--- src/rtl/adc_seq_pkg.sv ---
package adc_seq_pkg;

    localparam int REG_W = 16;
    localparam int CH_W  = 4;

    localparam logic [1:0] ADDR_CTRL   = 2'd0;
    localparam logic [1:0] ADDR_RESULT = 2'd1;
    localparam logic [1:0] ADDR_ACFG   = 2'd2;
    localparam logic [1:0] ADDR_PORT   = 2'd3;

    typedef enum logic [2:0] {
        ST_OFF,
        ST_ACQ,
        ST_CONV,
        ST_CLEAN,
        ST_RECOV
    } seq_state_e;

    // control word layout, MSB first: flag(7) ie(6) ch(5:2) go(1) en(0)
    typedef struct packed {
        logic            flag;
        logic            ie;
        logic [CH_W-1:0] ch;
        logic            go;
        logic            en;
    } ctrl_t;

    typedef struct packed {
        logic             we;
        logic [1:0]       addr;
        logic [REG_W-1:0] data;
    } reg_wr_t;

    function automatic int max3(int a, int b, int c);
        int m;
        m = (a > b) ? a : b;
        return (m > c) ? m : c;
    endfunction

    function automatic ctrl_t ctrl_of(logic [7:0] d);
        return ctrl_t'(d);
    endfunction

    function automatic logic [REG_W-1:0] ctrl_word(ctrl_t c);
        return {{(REG_W-8){1'b0}}, c};
    endfunction

    function automatic logic is_busy(seq_state_e s);
        return (s == ST_CONV) || (s == ST_CLEAN);
    endfunction

endpackage

--- src/rtl/adc_sar_core.sv ---
module adc_sar_core #(
    parameter int RES_BITS = 10
) (
    input  logic                clk,
    input  logic                rst,
    input  logic                start,
    input  logic                step,
    input  logic                cmp_in,
    output logic [RES_BITS-1:0] sar_val,
    output logic [RES_BITS-1:0] dac_code
);

    localparam logic [RES_BITS-1:0] TOP_BIT = RES_BITS'(1) << (RES_BITS - 1);

    logic [RES_BITS-1:0] trial;

    always_ff @(posedge clk) begin
        if (rst)
            trial <= '0;
        else if (start)
            trial <= TOP_BIT;
        else if (step)
            trial <= trial >> 1;
    end

    for (genvar b = 0; b < RES_BITS; b++) begin : g_bit
        always_ff @(posedge clk) begin
            if (rst || start)
                sar_val[b] <= 1'b0;
            else if (step && trial[b])
                sar_val[b] <= cmp_in;
        end
    end

    assign dac_code = sar_val | trial;

endmodule

--- src/rtl/adc_seq_fsm.sv ---
module adc_seq_fsm
    import adc_seq_pkg::*;
#(
    parameter int RES_BITS   = 10,
    parameter int CLEAN_TADS = 2,
    parameter int RECOV_TADS = 2
) (
    input  logic       clk,
    input  logic       rst,
    input  logic       tad_tick,
    input  logic       en_q,
    input  logic       ctrl_we,
    input  logic       w_en,
    input  logic       w_go,
    output seq_state_e state,
    output logic       start,
    output logic       step,
    output logic       done,
    output logic       busy,
    output logic       sample_en
);

    localparam int MAXC  = max3(RES_BITS, CLEAN_TADS, RECOV_TADS);
    localparam int CNT_W = (MAXC < 2) ? 1 : $clog2(MAXC);

    logic [CNT_W-1:0] cnt;
    logic             off_req;
    logic             cancel;
    logic             last;

    assign busy      = is_busy(state);
    assign off_req   = ctrl_we && !w_en;
    assign cancel    = busy && ctrl_we && !(w_en && w_go);
    assign start     = ctrl_we && w_en && w_go && en_q && (state == ST_ACQ);
    assign last      = (cnt == '0);
    assign step      = (state == ST_CONV) && tad_tick && !cancel;
    assign done      = (state == ST_CLEAN) && tad_tick && last && !cancel;
    assign sample_en = (state == ST_ACQ);

    always_ff @(posedge clk) begin
        if (rst) begin
            state <= ST_OFF;
            cnt   <= '0;
        end else if (off_req) begin
            state <= ST_OFF;
            cnt   <= '0;
        end else begin
            case (state)
                ST_OFF: begin
                    if (en_q)
                        state <= ST_ACQ;
                end
                ST_ACQ: begin
                    if (start) begin
                        state <= ST_CONV;
                        cnt   <= CNT_W'(RES_BITS - 1);
                    end
                end
                ST_CONV: begin
                    if (cancel) begin
                        state <= ST_RECOV;
                        cnt   <= CNT_W'(RECOV_TADS - 1);
                    end else if (tad_tick) begin
                        if (last) begin
                            state <= ST_CLEAN;
                            cnt   <= CNT_W'(CLEAN_TADS - 1);
                        end else begin
                            cnt <= cnt - 1'b1;
                        end
                    end
                end
                ST_CLEAN: begin
                    if (cancel) begin
                        state <= ST_RECOV;
                        cnt   <= CNT_W'(RECOV_TADS - 1);
                    end else if (tad_tick) begin
                        if (last)
                            state <= ST_ACQ;
                        else
                            cnt <= cnt - 1'b1;
                    end
                end
                ST_RECOV: begin
                    if (tad_tick) begin
                        if (last)
                            state <= ST_ACQ;
                        else
                            cnt <= cnt - 1'b1;
                    end
                end
                default: state <= ST_OFF;
            endcase
        end
    end

endmodule

--- src/rtl/adc_seq_regs.sv ---
module adc_seq_regs
    import adc_seq_pkg::*;
#(
    parameter int RES_BITS = 10,
    parameter int PINS     = 12
) (
    input  logic                clk,
    input  logic                rst,
    input  reg_wr_t             wr,
    input  logic                ctrl_we,
    input  ctrl_t               wctl,
    input  logic [1:0]          raddr,
    input  logic                busy,
    input  logic                done,
    input  logic [RES_BITS-1:0] sar_val,
    input  logic [PINS-1:0]     pin_in,
    output logic [REG_W-1:0]    rdata,
    output logic                en_q,
    output logic [CH_W-1:0]     ch_q,
    output logic                flag_q,
    output logic [REG_W-1:0]    result_q,
    output logic                irq
);

    logic            ie_q;
    logic [PINS-1:0] acfg_q;
    logic [PINS-1:0] port_view;
    logic [REG_W-1:0] res_ext;
    ctrl_t           ctrl_rd;

    always_comb begin
        res_ext = '0;
        res_ext[RES_BITS-1:0] = sar_val;
    end

    always_ff @(posedge clk) begin
        if (rst) begin
            en_q   <= 1'b0;
            ie_q   <= 1'b0;
            ch_q   <= '0;
            flag_q <= 1'b0;
        end else begin
            if (ctrl_we) begin
                en_q <= wctl.en;
                ie_q <= wctl.ie;
                ch_q <= wctl.ch;
            end
            if (done)
                flag_q <= 1'b1;
            else if (ctrl_we && wctl.flag)
                flag_q <= 1'b0;
        end
    end

    always_ff @(posedge clk) begin
        if (rst)
            result_q <= '0;
        else if (done)
            result_q <= res_ext;
        else if (wr.we && wr.addr == ADDR_RESULT)
            result_q <= wr.data;
    end

    always_ff @(posedge clk) begin
        if (rst)
            acfg_q <= '0;
        else if (wr.we && wr.addr == ADDR_ACFG)
            acfg_q <= wr.data[PINS-1:0];
    end

    for (genvar p = 0; p < PINS; p++) begin : g_pin
        assign port_view[p] = acfg_q[p] ? 1'b0 : pin_in[p];
    end

    assign ctrl_rd = '{flag: flag_q, ie: ie_q, ch: ch_q, go: busy, en: en_q};
    assign irq     = flag_q && ie_q;

    always_comb begin
        rdata = '0;
        case (raddr)
            ADDR_CTRL:   rdata = ctrl_word(ctrl_rd);
            ADDR_RESULT: rdata = result_q;
            ADDR_ACFG:   rdata[PINS-1:0] = acfg_q;
            default:     rdata[PINS-1:0] = port_view;
        endcase
    end

endmodule

--- src/rtl/adc_sar_seq.sv ---
module adc_sar_seq
    import adc_seq_pkg::*;
#(
    parameter int RES_BITS   = 10,
    parameter int PINS       = 12,
    parameter int CLEAN_TADS = 2,
    parameter int RECOV_TADS = 2
) (
    input  logic                clk,
    input  logic                rst,
    input  logic                reg_we,
    input  logic [1:0]          reg_addr,
    input  logic [REG_W-1:0]    reg_wdata,
    input  logic [1:0]          reg_raddr,
    output logic [REG_W-1:0]    reg_rdata,
    input  logic                tad_tick,
    input  logic                cmp_in,
    output logic [RES_BITS-1:0] dac_code,
    output logic                sample_en,
    output logic [CH_W-1:0]     chan_sel,
    input  logic [PINS-1:0]     pin_in,
    output logic                irq
);

    reg_wr_t             wr;
    ctrl_t               wctl;
    logic                ctrl_we;
    seq_state_e          st;
    logic                start, step, done, busy;
    logic                en_q, flag_q;
    logic [REG_W-1:0]    result_q;
    logic [RES_BITS-1:0] sar_val;

    assign wr      = '{we: reg_we, addr: reg_addr, data: reg_wdata};
    assign wctl    = ctrl_of(reg_wdata[7:0]);
    assign ctrl_we = reg_we && (reg_addr == ADDR_CTRL);

    adc_seq_fsm #(
        .RES_BITS  (RES_BITS),
        .CLEAN_TADS(CLEAN_TADS),
        .RECOV_TADS(RECOV_TADS)
    ) u_fsm (
        .clk      (clk),
        .rst      (rst),
        .tad_tick (tad_tick),
        .en_q     (en_q),
        .ctrl_we  (ctrl_we),
        .w_en     (wctl.en),
        .w_go     (wctl.go),
        .state    (st),
        .start    (start),
        .step     (step),
        .done     (done),
        .busy     (busy),
        .sample_en(sample_en)
    );

    adc_sar_core #(
        .RES_BITS(RES_BITS)
    ) u_core (
        .clk     (clk),
        .rst     (rst),
        .start   (start),
        .step    (step),
        .cmp_in  (cmp_in),
        .sar_val (sar_val),
        .dac_code(dac_code)
    );

    adc_seq_regs #(
        .RES_BITS(RES_BITS),
        .PINS    (PINS)
    ) u_regs (
        .clk     (clk),
        .rst     (rst),
        .wr      (wr),
        .ctrl_we (ctrl_we),
        .wctl    (wctl),
        .raddr   (reg_raddr),
        .busy    (busy),
        .done    (done),
        .sar_val (sar_val),
        .pin_in  (pin_in),
        .rdata   (reg_rdata),
        .en_q    (en_q),
        .ch_q    (chan_sel),
        .flag_q  (flag_q),
        .result_q(result_q),
        .irq     (irq)
    );

endmodule

--- config.mk ---
export PLATFORM = sky130hd
export DESIGN_NAME = adc_sar_seq
export DESIGN_NICKNAME = d
export VERILOG_FILES = /design/src/rtl/adc_seq_pkg.sv /design/src/rtl/adc_sar_core.sv /design/src/rtl/adc_seq_fsm.sv /design/src/rtl/adc_seq_regs.sv /design/src/rtl/adc_sar_seq.sv
export SDC_FILE = /design/constraint.sdc
export NUM_CORES = 1
export LEC_CHECK = 0
export ABC_AREA = 1
export ABC_CLOCK_PERIOD_IN_PS = 1900
export BUFFER_PORTS_ARGS = -buffer_cell sky130_fd_sc_hd__buf_2
export CAP_MARGIN = 20
export CORE_MARGIN = 2
export CORE_UTILIZATION = 35
export DETAILED_ROUTE_END_ITERATION = 10
export PLACE_DENSITY = 0.55
export SYNTH_ARGS = -nofsm -noshare
export SYNTH_HDL_FRONTEND = slang
export SYNTH_SLANG_ARGS = --single-unit
--- constraint.sdc ---
create_clock -name clk -period 1.9 [get_ports clk]
set_input_delay 0 -clock clk [delete_from_list [all_inputs] [get_ports clk]]
set_output_delay 0 -clock clk [all_outputs]
set_load 0.01 [all_outputs]
== Yosys cells after proc, flatten, opt, wreduce, memory -nomap -nowiden ==
Index checks and enable logic that the tools add are counted.
Cells by class
  add/sub/neg operators: 1
  eq/ne operators: 12
  multiplexer cells: 37
  bitwise operators: 1
  reduce and logical (&&, ||, !) cells: 46
Operators with widths (count)
  $mux 10: 4
  $pmux 12 s3: 1
  $mux 4: 8
  $logic_and 1x1->1: 28
  $mux 3: 8
  $pmux 4 s4: 1
  $pmux 3 s5: 1
  $mux 1: 14
  $or 10x10->10: 1
  $eq 3x2->1 const B: 2
  $reduce_bool 2->1: 3
  $reduce_or 2->1: 3
  $eq 2x1->1 const B: 2
  $eq 2x2->1 const B: 2
  $logic_not 2->1: 2
  $logic_not 4->1: 1
  $ne 2x1->1 const B: 2
  $reduce_and 4->1: 1
  $reduce_bool 4->1: 1
  $sub 4x1->4 const B: 1
  $eq 3x1->1 const B: 1
  $eq 3x3->1 const B: 1
  $logic_not 1->1: 3
  $logic_not 3->1: 1
  4 further kinds: 5
Word-level totals
  logic and storage cells: 118
  output and inout bits: 32
  register bits after elaboration: 62
  input bits: 37

== Longest topological paths before layout ==
  depth after elaboration: 8
  gate-level depth with buffers: 11
  gate-level depth less buffers: 10

== Modules after synthesis ==
From an unflattened synthesis, not the netlist that was laid out.
Unflattened totals
  cells, all modules: 520
  area, all modules: 3268.1 µm²
By module, submodules not included
  adc_seq_regs: seq. area each 700.7 µm², area an instance 1789.2 µm², cells each 285, times used 1
  adc_sar_core: seq. area each 400.4 µm², area an instance 809.5 µm², cells each 116, times used 1
  adc_seq_fsm: seq. area each 140.1 µm², area an instance 655.6 µm², cells each 116, times used 1
  adc_sar_seq: seq. area each 0.0 µm², area an instance 13.8 µm², cells each 3, times used 1

== Least setup slack after synthesis ==
OpenSTA, ideal clock, no wires.
  path kind: reg-to-reg
  start point: reg u_fsm.cnt[0]
  end point: reg u_fsm.cnt[0]
  buffers on the path: 0
  arrival: 1.387 ns
  path slack: 0.398 ns
  library setup time: 0.115 ns
  period minus slack after synthesis: 1.502 ns
  required time: 1.785 ns
  stages on the path, launching flop included: 9
  path through: dfxtp_1 -> inv_1 -> ha_1 -> nand3_2 -> ha_1 -> o211ai_1 -> nand3_1 -> nor2_1 -> nor2_1
On the way
  cells in the longest elaborated chain, start to end: 5
  elaborated cells between the ends (all ways): 9
  those cells by class: add/sub: 1; mux: 7; reduce/logical: 1
Ends and longest elaborated chain
  from (decl): line adc_seq_fsm.sv:26  | logic [CNT_W-1:0] cnt;
  from (signal assigned): line adc_seq_fsm.sv:56  | cnt <= CNT_W'(RES_BITS - 1);
  from (signal assigned): line adc_seq_fsm.sv:62  | cnt <= CNT_W'(RECOV_TADS - 1);
  from (signal assigned): line adc_seq_fsm.sv:66  | cnt <= CNT_W'(CLEAN_TADS - 1);
  $sub 4x1->4 or $logic_not 4->1 (tied branches)
  $mux 4, on equally long branches: line adc_seq_fsm.sv:77, adc_seq_fsm.sv:85, adc_seq_fsm.sv:64
  $mux 4, on equally long branches: line adc_seq_fsm.sv:84, adc_seq_fsm.sv:63
  $mux 4, on equally long branches: line adc_seq_fsm.sv:73, adc_seq_fsm.sv:60
  $pmux 4 s4 *: line adc_seq_fsm.sv:48  | case (state)
Every way passes the cells marked *; elsewhere a longest branch is shown, timed or not. The select of a mux whose other input is x is not followed.
A chain may end at the register's enable or synchronous reset.

== Worst setup path after layout ==
Ends and elaborated chain as after synthesis.

==> PnR_summary.wiki <==
{| class="wikitable"
! Metric !! Value
|-
| Final nets || 594
|-
| Number of standard-cell rows in the floorplan || 34
|-
| Layout Skew || 0.01265 ns
|-
| Y dimension of the die || 98.90 um
|-
| Critical path data required time || 2.12 ns
|-
| Area contributors post-synth || sky130_fd_sc_hd__dfxtp_1, sky130_fd_sc_hd__nand2_1, sky130_fd_sc_hd__nor2_1, sky130_fd_sc_hd__a21oi_1, sky130_fd_sc_hd__o21ai_0
|-
| Most instantiated flip-flop cell in the synthesis netlist || sky130_fd_sc_hd__dfxtp_1
|-
| Detail-routed net length per standard cell || 13.19 um
|-
| Type of element capturing the critical path || register
|-
| Root buffer cell || sky130_fd_sc_hd__clkbuf_8
|-
| Mean post-synth cell area || 6.763 um2
|-
| Post-synth cell types || 32
|-
| Most instantiated cells after synthesis || sky130_fd_sc_hd__nand2_1, sky130_fd_sc_hd__nor2_1, sky130_fd_sc_hd__dfxtp_1
|-
| Cts bufs inserted || 9
|-
| Per-cell via count in the routed design || 4.913
|-
| Chip Width || 98.90 um
|-
| Power density cells || 949.6 mW/mm2
|-
| Remaining DRCs || 0
|-
| Fin crit share || 0.8982
|-
| Antenna-violating nets left || 0
|-
| Sequential element share of the synthesized area || 0.3938
|-
| Post-route standard cell area excluding fillers || 0.003981 mm2
|-
| GRT Overall Usage || 0.1802
|-
| Detailed-route wire length on metal 1 || 4.115 mm
|-
| Unrepaired setup endpoints after global routing || false
|-
| Yosys reg bits || 62
|-
| Area after detailed placement || 0.003612 mm2
|-
| First-pass GRT wire length || 14.11 mm
|-
| Synthesized Nets || 505
|-
| Vias in the first global route || 3,048
|-
| Biggest fanout along the worst timing path || 8
|-
| HPWL after detailed placement || 6.466 mm
|-
| Total negative setup slack || 0 ns
|-
| FF/Latch Area || 0.001241 mm2
|-
| Yosys top cell area share || 0.3938
|-
| Synth Cell Area || 0.003152 mm2
|-
| Routed wire length on met2 || 4.319 mm
|-
| Post-synth EDFFs || 0
|-
| Iteration count of the initial detailed-routing pass || 5
|-
| Leak Pwr || 1.786 nW
|-
| Run status || finished, final reports clean
|-
| Slew at the pin closest to its max-slew limit || 0.5878 ns
|-
| CORE AREA || 0.008721 mm2
|-
| Clock network latency to the later pin of the worst-skew pair || 0.34 ns
|-
| Total congestion overflow || 0
|-
| Die area || 0.009780 mm2
|-
| Number of H-tree levels || 3
|-
| Largest net degree at the start of global routing || 27
|-
| Maximum frequency from static timing analysis || 586.0 MHz
|-
| Clock-pin slew on the worst setup and hold paths || 0.08 ns
|-
| Total design power || 3.781 mW
|-
| Most area-hungry cell type in the Yosys netlist || sky130_fd_sc_hd__dfxtp_1
|-
| Proportion of register bits with asynchronous set or reset after synthesis || 0
|-
| Antenna violations before repair || 0
|-
| Final setup violation count || 0
|-
| Post-synthesis cell count || 466
|-
| Data arrival time at the worst-slack endpoint || 1.93 ns
|-
| Startpoint kind of the worst setup timing path || register
|-
| Top layer used by detailed routing || met4
|-
| Worst slew margin relative to its limit || 0.6067
|-
| Fin crit period || 1.707 ns
|-
| Effective utilization at floorplan || 0.3614
|-
| Placer's final routability congestion estimate || 0.8225
|-
| Number of antenna cells inserted || 0
|-
| Post-CTS setup buffer count || 0
|-
| Number of ports placed on the die boundary || 69
|-
| Wirelength, routed || 8.814 mm
|-
| Maximum vdd ir drop || 355.5 uV
|-
| Count of endpoints failing hold in the final timing report || 0
|-
| Final max-slew violation count || 0
|-
| Max Buffers Root-to-Sink || 2
|-
| Initial DRC count || 114
|-
| Clock net sink count || 62
|-
| Warning count from the yosys run || 0
|-
| P&R area growth vs syn || 26.32%
|-
| DR vias || 3,282
|-
| Share of final-layout standard cells stronger than drive strength 1 || 0.2286
|-
| Worst Setup Path Type || reg -> reg
|-
| Multi-input combinational cell area || 0.001645 mm2
|-
| Max-cap viol count || 0
|-
| Met3 wire length || 288 um
|-
| Worst hold path class || in -> reg
|-
| Cell with the most instances after synthesis || sky130_fd_sc_hd__nand2_1
|-
| IO buf count || 68
|-
| TritonCTS clock tree || built
|-
| Fill count || 946
|}
stage by stage:
| step | setup slack [ns] | util | cells | hold WS, ns |
|---|---|---|---|---|
| after floorplan | 0.3984 | - | 466 | 0.06907 |
| after global placement | 0.2429 | 0.4142 | 636 | 0.2359 |
| after detailed placement | 0.1479 | 0.4142 | 636 | 0.2279 |
| after CTS | 0.1414 | 0.4557 | 668 | 0.01459 |
| after global routing | 0.02809 | 0.4565 | 668 | 0.02576 |
| final | 0.1935 | 0.4565 | 668 | 0.01992 |
state kept, by name, summed over array words and instances (netlist names):
name / cells
u_regs.result_q: 16
u_regs.acfg_q: 12
u_core.sar_val: 10
u_core.trial: 10
u_fsm.cnt: 4
u_regs.ch_q: 4
u_fsm.state: 3
u_regs.en_q: 1
u_regs.flag_q: 1
u_regs.ie_q: 1
power by group:
part,switching (mW),total (mW),internal [mW]
combinational,0.722,1.12,0.397
clock,0.528,1.20,0.677
sequential,0.0770,1.46,1.38
total,1.33,3.78,2.45
cell families after synthesis:
logic type,share of synthesized area
and+or+nand+nor,0.3398
AOI/OAI and AO/OA,0.1719
buffers and inverters,0.08654
DFF,0.3938
adders and majority gates,0.007938
final cells by class:
class / instances / share of cell area
clock buffers: 13 / 0.03991
clock inverters: 3 / 0.01069
inverters: 50 / 0.04840
multi-input cells: 341 / 0.4133
flip-flops and latches: 62 / 0.3118
well taps: 108 / 0.03394
repair buffers: 91 / 0.1420
cells in the final DEF (no fill, tap or decap), types with 4 or more instances in the layout:
cell type	n
sky130_fd_sc_hd__a21oi_1	43
sky130_fd_sc_hd__buf_2	68
sky130_fd_sc_hd__buf_4	6
sky130_fd_sc_hd__clkbuf_8	11
sky130_fd_sc_hd__dfxtp_1	62
sky130_fd_sc_hd__dlygate4sd3_1	16
sky130_fd_sc_hd__inv_1	39
sky130_fd_sc_hd__inv_2	10
sky130_fd_sc_hd__nand2_1	113
sky130_fd_sc_hd__nand3_1	30
sky130_fd_sc_hd__nand4_1	4
sky130_fd_sc_hd__nor2_1	64
sky130_fd_sc_hd__nor2_4	4
sky130_fd_sc_hd__o2111ai_1	6
sky130_fd_sc_hd__o21ai_0	39
sky130_fd_sc_hd__or2_2	10
final timing paths:
kind / depth (start not counted) / slack [ns] / startpoint / endpoint
hold / removal: 3 / 0.02 / reg_wdata[1] / u_regs.acfg_q[1]
hold reg to reg: 2 / 0.46 / u_regs.result_q[12] / u_regs.result_q[12]
setup / recovery: 8 / 0.19 / u_fsm.cnt[0] / u_fsm.cnt[0]
setup reg to reg: 8 / 0.19 / u_fsm.cnt[0] / u_fsm.cnt[0]
routing by layer:
layer / vias up / GRT usage
met5: - / 0
met4: 0 / 0.06428
met3: 8 / 0.03191
met2: 56 / 0.3009
met1: 1514 / 0.2332
li1: 1704 / -
critical path, stage by stage (launching register included):
cell and delay [ns]:
sky130_fd_sc_hd__dfxtp_1 0.32, sky130_fd_sc_hd__inv_1 0.11, sky130_fd_sc_hd__ha_1 0.22, sky130_fd_sc_hd__nand3_2 0.21
sky130_fd_sc_hd__ha_1 0.34, sky130_fd_sc_hd__o211ai_1 0.17, sky130_fd_sc_hd__nand3_1 0.09, sky130_fd_sc_hd__nor2_1 0.09
sky130_fd_sc_hd__nor2_1 0.04
what timing repair did:
| action | in CTS | in global routing |
|---|---|---|
| setup endpoints to repair | 0 | 16 |
| endpoints found under the hold margin | 22 | 0 |
| resized for setup | 0 | 2 |
| hold buffers | 16 | 0 |
No activity file was read; power rests on OpenSTA's default activity.
